$ cat src/rtl/rbs_supervisor.sv
module rbs_supervisor #(
  parameter int NCH = 24,
  parameter int CHW = $clog2(NCH)
) (
  input  logic           clk,
  input  logic           rst_n,
  input  logic           bit_strobe,
  input  logic           ser_in,
  input  logic [CHW-1:0] chan_idx,
  input  logic [2:0]     bit_idx,
  input  logic [4:0]     frame_num,
  input  logic           ext_frm,
  input  logic [1:0]     mode,
  input  logic           inhibit_n,
  input  logic           slip,
  output logic           ser_out,
  output logic           sig_a,
  output logic           sig_b,
  output logic           sig_c,
  output logic           sig_d,
  output logic           freeze_flag
);

  localparam int AGW = 3;
  localparam logic [AGW-1:0] AG_MAX = '1;

  logic [NCH-1:0] cap_a, cap_b, cap_c, cap_d;
  logic [3:0]     cand  [NCH];
  logic [AGW-1:0] agree [NCH];
  logic [3:0]     held  [NCH];
  logic [3:0]     word  [NCH];
  logic [AGW-1:0] eff   [NCH];
  logic [1:0]     frz_left;
  logic           primed;
  logic [AGW-1:0] need_full, need;

  wire lsb       = bit_strobe && (bit_idx == 3'd7);
  wire mf_edge   = bit_strobe && (frame_num == 5'd1) && (chan_idx == '0) && (bit_idx == 3'd0);
  wire sig_frame = (frame_num == 5'd6) || (frame_num == 5'd12) ||
                   (ext_frm && ((frame_num == 5'd18) || (frame_num == 5'd24)));
  wire trig      = slip || !inhibit_n;
  wire [1:0] frz_len = (mode == 2'b01 || mode == 2'b10) ? 2'd2 : 2'd1;
  wire upd_ok    = mf_edge && primed && !trig && (frz_left == 2'd0);

  assign ser_out = ser_in | (lsb && sig_frame && (mode == 2'b11));
  assign {sig_a, sig_b, sig_c, sig_d} = held[chan_idx];

  always_comb begin
    case (mode)
      2'b01:   need_full = 3'd2;
      2'b10:   need_full = ext_frm ? 3'd3 : 3'd5;
      default: need_full = 3'd1;
    endcase
  end
  assign need = (freeze_flag && need_full > 3'd2) ? 3'd2 : need_full;

  always_ff @(posedge clk) begin
    if (!rst_n) begin
      cap_a <= '0; cap_b <= '0; cap_c <= '0; cap_d <= '0;
    end else if (lsb) begin
      if (frame_num == 5'd6)              cap_a[chan_idx] <= ser_in;
      if (frame_num == 5'd12)             cap_b[chan_idx] <= ser_in;
      if (ext_frm && frame_num == 5'd18)  cap_c[chan_idx] <= ser_in;
      if (ext_frm && frame_num == 5'd24)  cap_d[chan_idx] <= ser_in;
    end else if (mf_edge && !ext_frm) begin
      cap_c <= cap_a;
      cap_d <= cap_b;
    end
  end

  for (genvar g = 0; g < NCH; g++) begin : g_chan
    assign word[g] = {cap_a[g], cap_b[g], cap_c[g], cap_d[g]};
    assign eff[g]  = (word[g] != cand[g]) ? 3'd1 :
                     (agree[g] == AG_MAX) ? AG_MAX : agree[g] + 3'd1;

    always_ff @(posedge clk) begin
      if (!rst_n) begin
        cand[g]  <= '0;
        agree[g] <= '0;
        held[g]  <= '0;
      end else if (mf_edge && primed) begin
        cand[g]  <= word[g];
        agree[g] <= eff[g];
        if (upd_ok && eff[g] >= need) held[g] <= word[g];
      end
    end
  end

  always_ff @(posedge clk) begin
    if (!rst_n) begin
      frz_left    <= '0;
      freeze_flag <= 1'b0;
      primed      <= 1'b0;
    end else begin
      if (mf_edge) primed <= 1'b1;
      if (trig) begin
        frz_left    <= frz_len;
        freeze_flag <= 1'b1;
      end else if (mf_edge && primed && frz_left != 2'd0) begin
        frz_left <= frz_left - 2'd1;
      end else if (upd_ok) begin
        freeze_flag <= 1'b0;
      end
    end
  end

endmodule

$ cat config.mk
export PLATFORM = sky130hd
export DESIGN_NAME = rbs_supervisor
export DESIGN_NICKNAME = d
export VERILOG_FILES = /design/src/rtl/rbs_supervisor.sv
export SDC_FILE = /design/constraint.sdc
export NUM_CORES = 1
export LEC_CHECK = 0
export BUFFER_PORTS_ARGS = -buffer_cell sky130_fd_sc_hd__buf_2
export CORE_ASPECT_RATIO = 1.4
export CORE_MARGIN = 2
export CORE_UTILIZATION = 65
export CTS_CLUSTER_SIZE = 14
export DETAILED_ROUTE_END_ITERATION = 7
export PLACE_DENSITY = 0.82
export SYNTH_ARGS = -nofsm -noshare
export SYNTH_HDL_FRONTEND = slang
export SYNTH_SLANG_ARGS = --single-unit
$ cat constraint.sdc
create_clock -name clk -period 31.3 [get_ports clk]
set_input_delay 0 -clock clk [delete_from_list [all_inputs] [get_ports clk]]
set_output_delay 0 -clock clk [all_outputs]
set_load 0.05 [all_outputs]
==> results of run 1 <==
[metal layers]
metal | share of wire | GRT usage
met1 | 0.35 | 0.368
met2 | 0.50 | 0.554
met3 | 0.084 | 0.0596
met4 | 0.060 | 0.184
met5 | 0 | 0
[report_power, final]
part           internal, µW  leakage, µW  switching, µW
combinational          27.8      0.00397           59.6
sequential              531      0.00351           6.82
clock                   236     0.000553            178
[final cells by class]
class | count | area, µm²
clock buffers | 55 | 1070
clock inverters | 8 | 42.5
fillers | 2108 | 8710
inverters | 35 | 131
multi-input cells | 1394 | 9110
flip-flops and latches | 364 | 9930
well taps | 385 | 482
repair buffers | 55 | 363
[logic make-up (layout without fill, tap and decap cells)]
| family | Yosys count | after routing | synth area share |
|---|---|---|---|
| fa+ha+maj | 76 | 76 | 0.0486 |
| buf+inv | 139 | 153 | 0.0303 |
| flops | 364 | 364 | 0.508 |
| xor+xnor | 97 | 97 | 0.0434 |
| compound gates | 421 | 421 | 0.127 |
| mux | 84 | 84 | 0.0599 |
| simple gates | 716 | 716 | 0.183 |
[sequential cells by signal, summed over array words and instances (netlist names)]
| name | cells |
|---|---|
| cand | 96 |
| held | 96 |
| agree | 72 |
| cap_a | 24 |
| cap_b | 24 |
| cap_c | 24 |
| cap_d | 24 |
| frz_left | 2 |
| freeze_flag | 1 |
| primed | 1 |
[cells in the final DEF (no fill, tap or decap), types with 6 or more instances in the layout]
master           n
a211oi_1        11
a21oi_1         78
a311oi_1         9
a31oi_1         14
a41oi_1          8
and2_1          91
and3_1          47
buf_2           27
buf_4           21
clkbuf_1        10
clkbuf_16       37
clkbuf_8         8
clkinv_2         7
dfxtp_1        100
dlygate4sd3_1    7
edfxtp_1       264
ha_1            76
inv_1           34
mux2i_1         54
mux4_2          26
nand2_1        160
nand2b_1        47
nand4_1         29
nor2_1         230
nor2b_1         16
nor3_1          41
nor4_2           7
nor4b_1          8
o211a_1          8
o21a_1           9
o21ai_0        178
o21ai_1         13
o22ai_1         56
o31ai_1          9
or4_1            6
xnor2_1         65
xor2_1          32
[worst paths after layout]
path | end | slack [ns] | cells after the start
worst max-delay path | agree[2][18] | 27.38 | 4
worst max register to register | agree[2][18] | 27.38 | 4
worst min register to register | frz_left[1] | 0.50 | 2
worst min-delay path | frz_left[1] | 0.10 | 5
[tightest hold or removal path, stage by stage]
cell and delay, ns:
buf_2 0.11, ha_1 0.21, nor2_1 0.10, nand2_1 0.08
o211ai_1 0.07
[per-stage QoR]
stage / total power (µW) / std cells / worst slack [ns] / cell area [µm²] / utilization
after CTS: 1040 / 2296 / 27.40 / 21100 / 0.708
after global routing: 1060 / 2296 / 27.18 / 21100 / 0.708
after floorplan: 609 / 1897 / 17.97 / 19600 / -
after global placement: 627 / 2226 / 27.27 / 19900 / 0.668
final: 1040 / 2296 / 27.38 / 21100 / 0.708
after detailed placement: 632 / 2226 / 27.15 / 19900 / 0.668
==> results.sh, run 1 <==
export IMPL_synth_warning_count=0
export IMPL_rsz0062_at_grt="false"
export IMPL_ctsResizeCount=0
export IMPL_slowest_delay_ns=1.06
export IMPL_grt_pass1_wl_mm=78.3
export IMPL_leakage_uw=0.00804
export IMPL_synth_area_leaders="edfxtp_1 (41%), dfxtp_1 (10%), ha_1 (4.9%), o21ai_0 (4.6%), nor2_1 (4.4%)"
export IMPL_layout_nets=1983
export IMPL_antenna_found_initial=0
export IMPL_async_reset_ff_frac=0
export IMPL_insertion_delay_ns=0.52
export IMPL_fin_crit_sh=0.125
export IMPL_route_vias_total=15100
export IMPL_synth_nets=1995
export IMPL_cts_tree="built"
export IMPL_placementRows=75
export IMPL_dp_hpwl_mm=31.1
export IMPL_cts_buffer_depth=3
export IMPL_avgViaCountPerCell=6.58
export IMPL_cp_slowest_cell="o21ai_4"
export IMPL_cts_htree_levels=2
export IMPL_timing_hold_ws_ns=0.103
export IMPL_synth_seq_cells=364
export IMPL_ctsHoldBuffers=7
export IMPL_worst_pin_slew_ns=1.31
export IMPL_synth_top_cell_by_area="edfxtp_1"
export IMPL_fmax_mhz=255
export IMPL_yosys_area_top_type_share=0.405
export IMPL_synthTopCellsByCount="edfxtp_1 (264), nor2_1 (230), o21ai_0 (179)"
export IMPL_crit_buf_inv=2
export IMPL_synth_top_flop_cell="edfxtp_1"
export IMPL_min_period_ns=3.92
export IMPL_cpMostUsedCell="buf_4"
export IMPL_drc=0
export IMPL_setup_viol=0
export IMPL_peakVddDrop_uv=52.7
export IMPL_grt_ovfl_total=0
export IMPL_ant_nets=0
export IMPL_die_y_um=209
export IMPL_arrival_ns=4.05
export IMPL_antennaDiodeCount=0
export IMPL_ys_seq_area_frac=0.508
export IMPL_crit_family="buffers and inverters"
export IMPL_io_pin_count=28
export IMPL_holdCritStartpoint="mode[1]"
export IMPL_netlist_area_um2=19600
export IMPL_fp_dieArea_um2=31500
export IMPL_area_delta_synth_final_pct=8.01
export IMPL_netlist_instances=1897
export IMPL_root_buffer="clkbuf_16"
export IMPL_avgRoutedWirePerCell_um=21.6
export IMPL_cp_cell_sequence="nand3_1 -> o21ai_4 -> buf_4 -> buf_4"
export IMPL_clock_sinks=364
export IMPL_drive_gt1_frac=0.0837
export IMPL_drv_cap=0
export IMPL_slew_viol_final=0
export IMPL_worstReg2RegStart="primed"
export IMPL_powerDensity_nw_per_um2=49.2
export IMPL_grt_max_degree=81
export IMPL_yosysMostFrequentCell="edfxtp_1"
export IMPL_worstHoldPathType="in2reg"
export IMPL_numCtsBuffers=35
export IMPL_start_kind="flop"
export IMPL_gp_congestion=0.847
export IMPL_status="finished clean"
export IMPL_final_setup_tns_ns=0
export IMPL_finalClockSkew_ns=0.0171
export IMPL_die_w_um=151
export IMPL_grt_total_usage=0.320
export IMPL_worst_endpoint_required_ns=31.43
export IMPL_cts_setup_buffers=0
export IMPL_slew_headroom=0.124
export IMPL_synth_avg_cell_area_um2=10.3
export IMPL_worstSetupStartpoint="primed"
export IMPL_grt_pass1_vias=15300
export IMPL_finalHoldViolations=0
export IMPL_crit_path_max_fanout=80
export IMPL_first_pass_iters=6
export IMPL_synth_edf_count=264
export IMPL_clkTransAtPathRegs_ns=0.06
export IMPL_ys_types=62
export IMPL_worstSetupEndpointType="flop"
export IMPL_routed_wl_mm=49.7
export IMPL_path_class="reg2reg"
export IMPL_port_buffers=27
export IMPL_coreArea_um2=29800
export IMPL_drt_initial_drc_count=1503
export IMPL_initial_core_util=0.656
(Power assumes the default switching activity.)
==> run 2: changes to the inputs <==
- ABC_AREA: default -> 1
- CORE_UTILIZATION: 65 -> 58
- PLACE_DENSITY: 0.82 -> 0.77
- clock period: 31.3 -> 3.6 ns (I/O delays scaled with it)
==> results.sh, run 2 <==
export IMPL_synth_warning_count=0
export IMPL_avgViaCountPerCell=5.50
export IMPL_synthTopCellsByCount="nand2_1 (764), nor2_1 (502), inv_1 (316)"
export IMPL_leakage_uw=0.00870
export IMPL_layout_nets=2665
export IMPL_holdCritStartpoint="inhibit_n"
export IMPL_min_period_ns=3.31
export IMPL_grt_ovfl_total=0
export IMPL_synth_top_cell_by_area="edfxtp_1"
export IMPL_drv_cap=0
export IMPL_finalClockSkew_ns=0.0142
export IMPL_final_core_util=0.647
export IMPL_synth_area_leaders="edfxtp_1 (40%), nand2_1 (15%), dfxtp_1 (10%), nor2_1 (9.6%), inv_1 (6.0%)"
export IMPL_netlist_area_um2=19700
export IMPL_layout_cells_non_filler=3038
export IMPL_antenna_found_initial=0
export IMPL_r2r_end="held[18][3]"
export IMPL_worst_endpoint_required_ns=3.82
export IMPL_antennaDiodeCount=0
export IMPL_grt_max_degree=142
export IMPL_synth_seq_cells=364
export IMPL_hold_path_depth=7
export IMPL_dpl_instance_area_um2=20300
export IMPL_first_pass_iters=8
export IMPL_ys_types=32
export IMPL_worst_pin_slew_ns=1.26
export IMPL_ant_nets=0
export IMPL_gp_congestion=0.852
export IMPL_yosys_area_top_type_share=0.402
export IMPL_fmax_mhz=302
export IMPL_final_cell_area_um2=21600
export IMPL_p_total_uw=9160
export IMPL_drt_initial_drc_count=1253
export IMPL_final_setup_tns_ns=0
export IMPL_path_class="in2reg"
export IMPL_grt_total_usage=0.283
export IMPL_ys_seq_area_frac=0.504
export IMPL_arrival_ns=3.54
export IMPL_initial_core_util=0.590
export IMPL_insertion_delay_ns=0.54
export IMPL_drive_gt1_frac=0.0613
export IMPL_io_pin_count=28
export IMPL_dp_hpwl_mm=32.3
export IMPL_peakVddDrop_uv=291
export IMPL_post_place_cells=2965
export IMPL_route_vias_total=16700
export IMPL_drc=12
export IMPL_routed_wl_mm=50.0
export IMPL_root_buffer="clkbuf_16"
export IMPL_fillers=2862
export IMPL_ff2ff_path_depth=10
export IMPL_cts_buffer_depth=3
export IMPL_final_cell_mix="nand2_1 (762), nor2_1 (499), inv_1 (316), edfxtp_1 (264), a21oi_1 (128)"
export IMPL_worstHoldPathType="in2reg"
export IMPL_placementRows=79
export IMPL_hold_path_endpoint="frz_left[0]"
export IMPL_clkTransAtPathRegs_ns=0.06
export IMPL_cts_tree="built"
export IMPL_powerDensity_nw_per_um2=424
export IMPL_synth_edf_count=264
export IMPL_cts_htree_levels=2
export IMPL_layout_commonest_cell="nand2_1"
export IMPL_fp_dieArea_um2=35500
export IMPL_synth_avg_cell_area_um2=7.74
export IMPL_rsz0062_at_grt="false"
export IMPL_start_kind="primary input"
export IMPL_finalHoldViolations=0
export IMPL_fin_crit_sh=0.921
export IMPL_area_delta_synth_final_pct=9.53
export IMPL_setup_viol=0
export IMPL_slew_headroom=0.158
export IMPL_clock_sinks=364
export IMPL_numCtsBuffers=36
export IMPL_coreArea_um2=33400
export IMPL_synth_top_flop_cell="edfxtp_1"
export IMPL_reg2reg_slack_ns=0.84
export IMPL_yosysMostFrequentCell="nand2_1"
export IMPL_worstReg2RegStart="freeze_flag"
export IMPL_top_regs="cand (96), held (96), agree (72)"
export IMPL_netlist_instances=2548
export IMPL_async_reset_ff_frac=0
export IMPL_slew_viol_final=0
export IMPL_synth_nets=2646
export IMPL_die_w_um=160
export IMPL_avgRoutedWirePerCell_um=16.5
export IMPL_worstSetupEndpointType="flop"
export IMPL_port_buffers=27
export IMPL_grt_pass1_vias=16400
export IMPL_violations="DRC"
export IMPL_grt_pass1_wl_mm=80.1
export IMPL_status="complete, but fails checks"
export IMPL_die_y_um=222
export IMPL_crit_path_max_fanout=48
run 2: layer usage:
| metal | track usage | wire [µm] |
|---|---|---|
| met2 | 0.517 | 25200 |
| met4 | 0.160 | 2960 |
| met1 | 0.314 | 18400 |
| met5 | 0 | 0 |
| met3 | 0.0416 | 3500 |
run 2: cell type report:
class | instances | area (µm²) | area share
clock inverters | 10 | 73.8 | 0.00342
inverters | 321 | 1200 | 0.0558
clock buffers | 54 | 1110 | 0.0516
well taps | 445 | 557 | 0.0258
multi-input cells | 1779 | 8220 | 0.381
flip-flops and latches | 364 | 9930 | 0.460
repair buffers | 65 | 495 | 0.0229
run 2: cells by family after synthesis:
group	share of synthesized area
simple gates	0.299
compound gates	0.0674
fa+ha+maj	0.0482
buf+inv	0.0817
flops	0.504
mux	0.000508
run 2: repair_timing:
action	4_1_cts	5_1_grt
hold endpoints to repair	20	0
hold buffers	9	0
setup buffers	0	0
gates resized for setup	0	0
run 2: critical path, cell delays in order:
cell,delay (ns)
dlygate4sd3_1,0.53
buf_2,0.13
nor2_1,0.11
dlygate4sd3_1,0.57
nand2_1,0.05
dlygate4sd3_1,0.56
nor2_2,0.26
nand3_2,0.23
nor2_4,0.13
buf_4,0.61
nand2_1,0.15
nand2_1,0.19
run 2: worst max-delay path by stage:
| stage | startpoint | cells after the start | endpoint | slack, ns |
|---|---|---|---|---|
| after floorplan | rst_n | 4 | agree[0][0] | 0.30 |
| after global placement | mode[0] | 13 | held[7][2] | 0.81 |
| after detailed placement | mode[0] | 13 | held[16][2] | 0.74 |
| after CTS | bit_idx[1] | 12 | held[15][3] | 0.35 |
| after global routing | bit_idx[1] | 12 | held[21][1] | 0.14 |
| final | bit_idx[1] | 12 | held[15][3] | 0.29 |
run 2: per-stage QoR:
step,hold WS [ns],setup slack (ns)
2_1_floorplan,0.212,0.301
3_3_place_gp,0.398,0.812
3_5_place_dp,0.392,0.736
4_1_cts,0.0114,0.345
5_1_grt,0.0868,0.140
6_report,0.0381,0.286
run 2: where the power goes:
group | internal [µW] | switching, µW
clock | 2220 | 1620
combinational | 193 | 499
sequential | 4580 | 50.3
total | 7000 | 2170
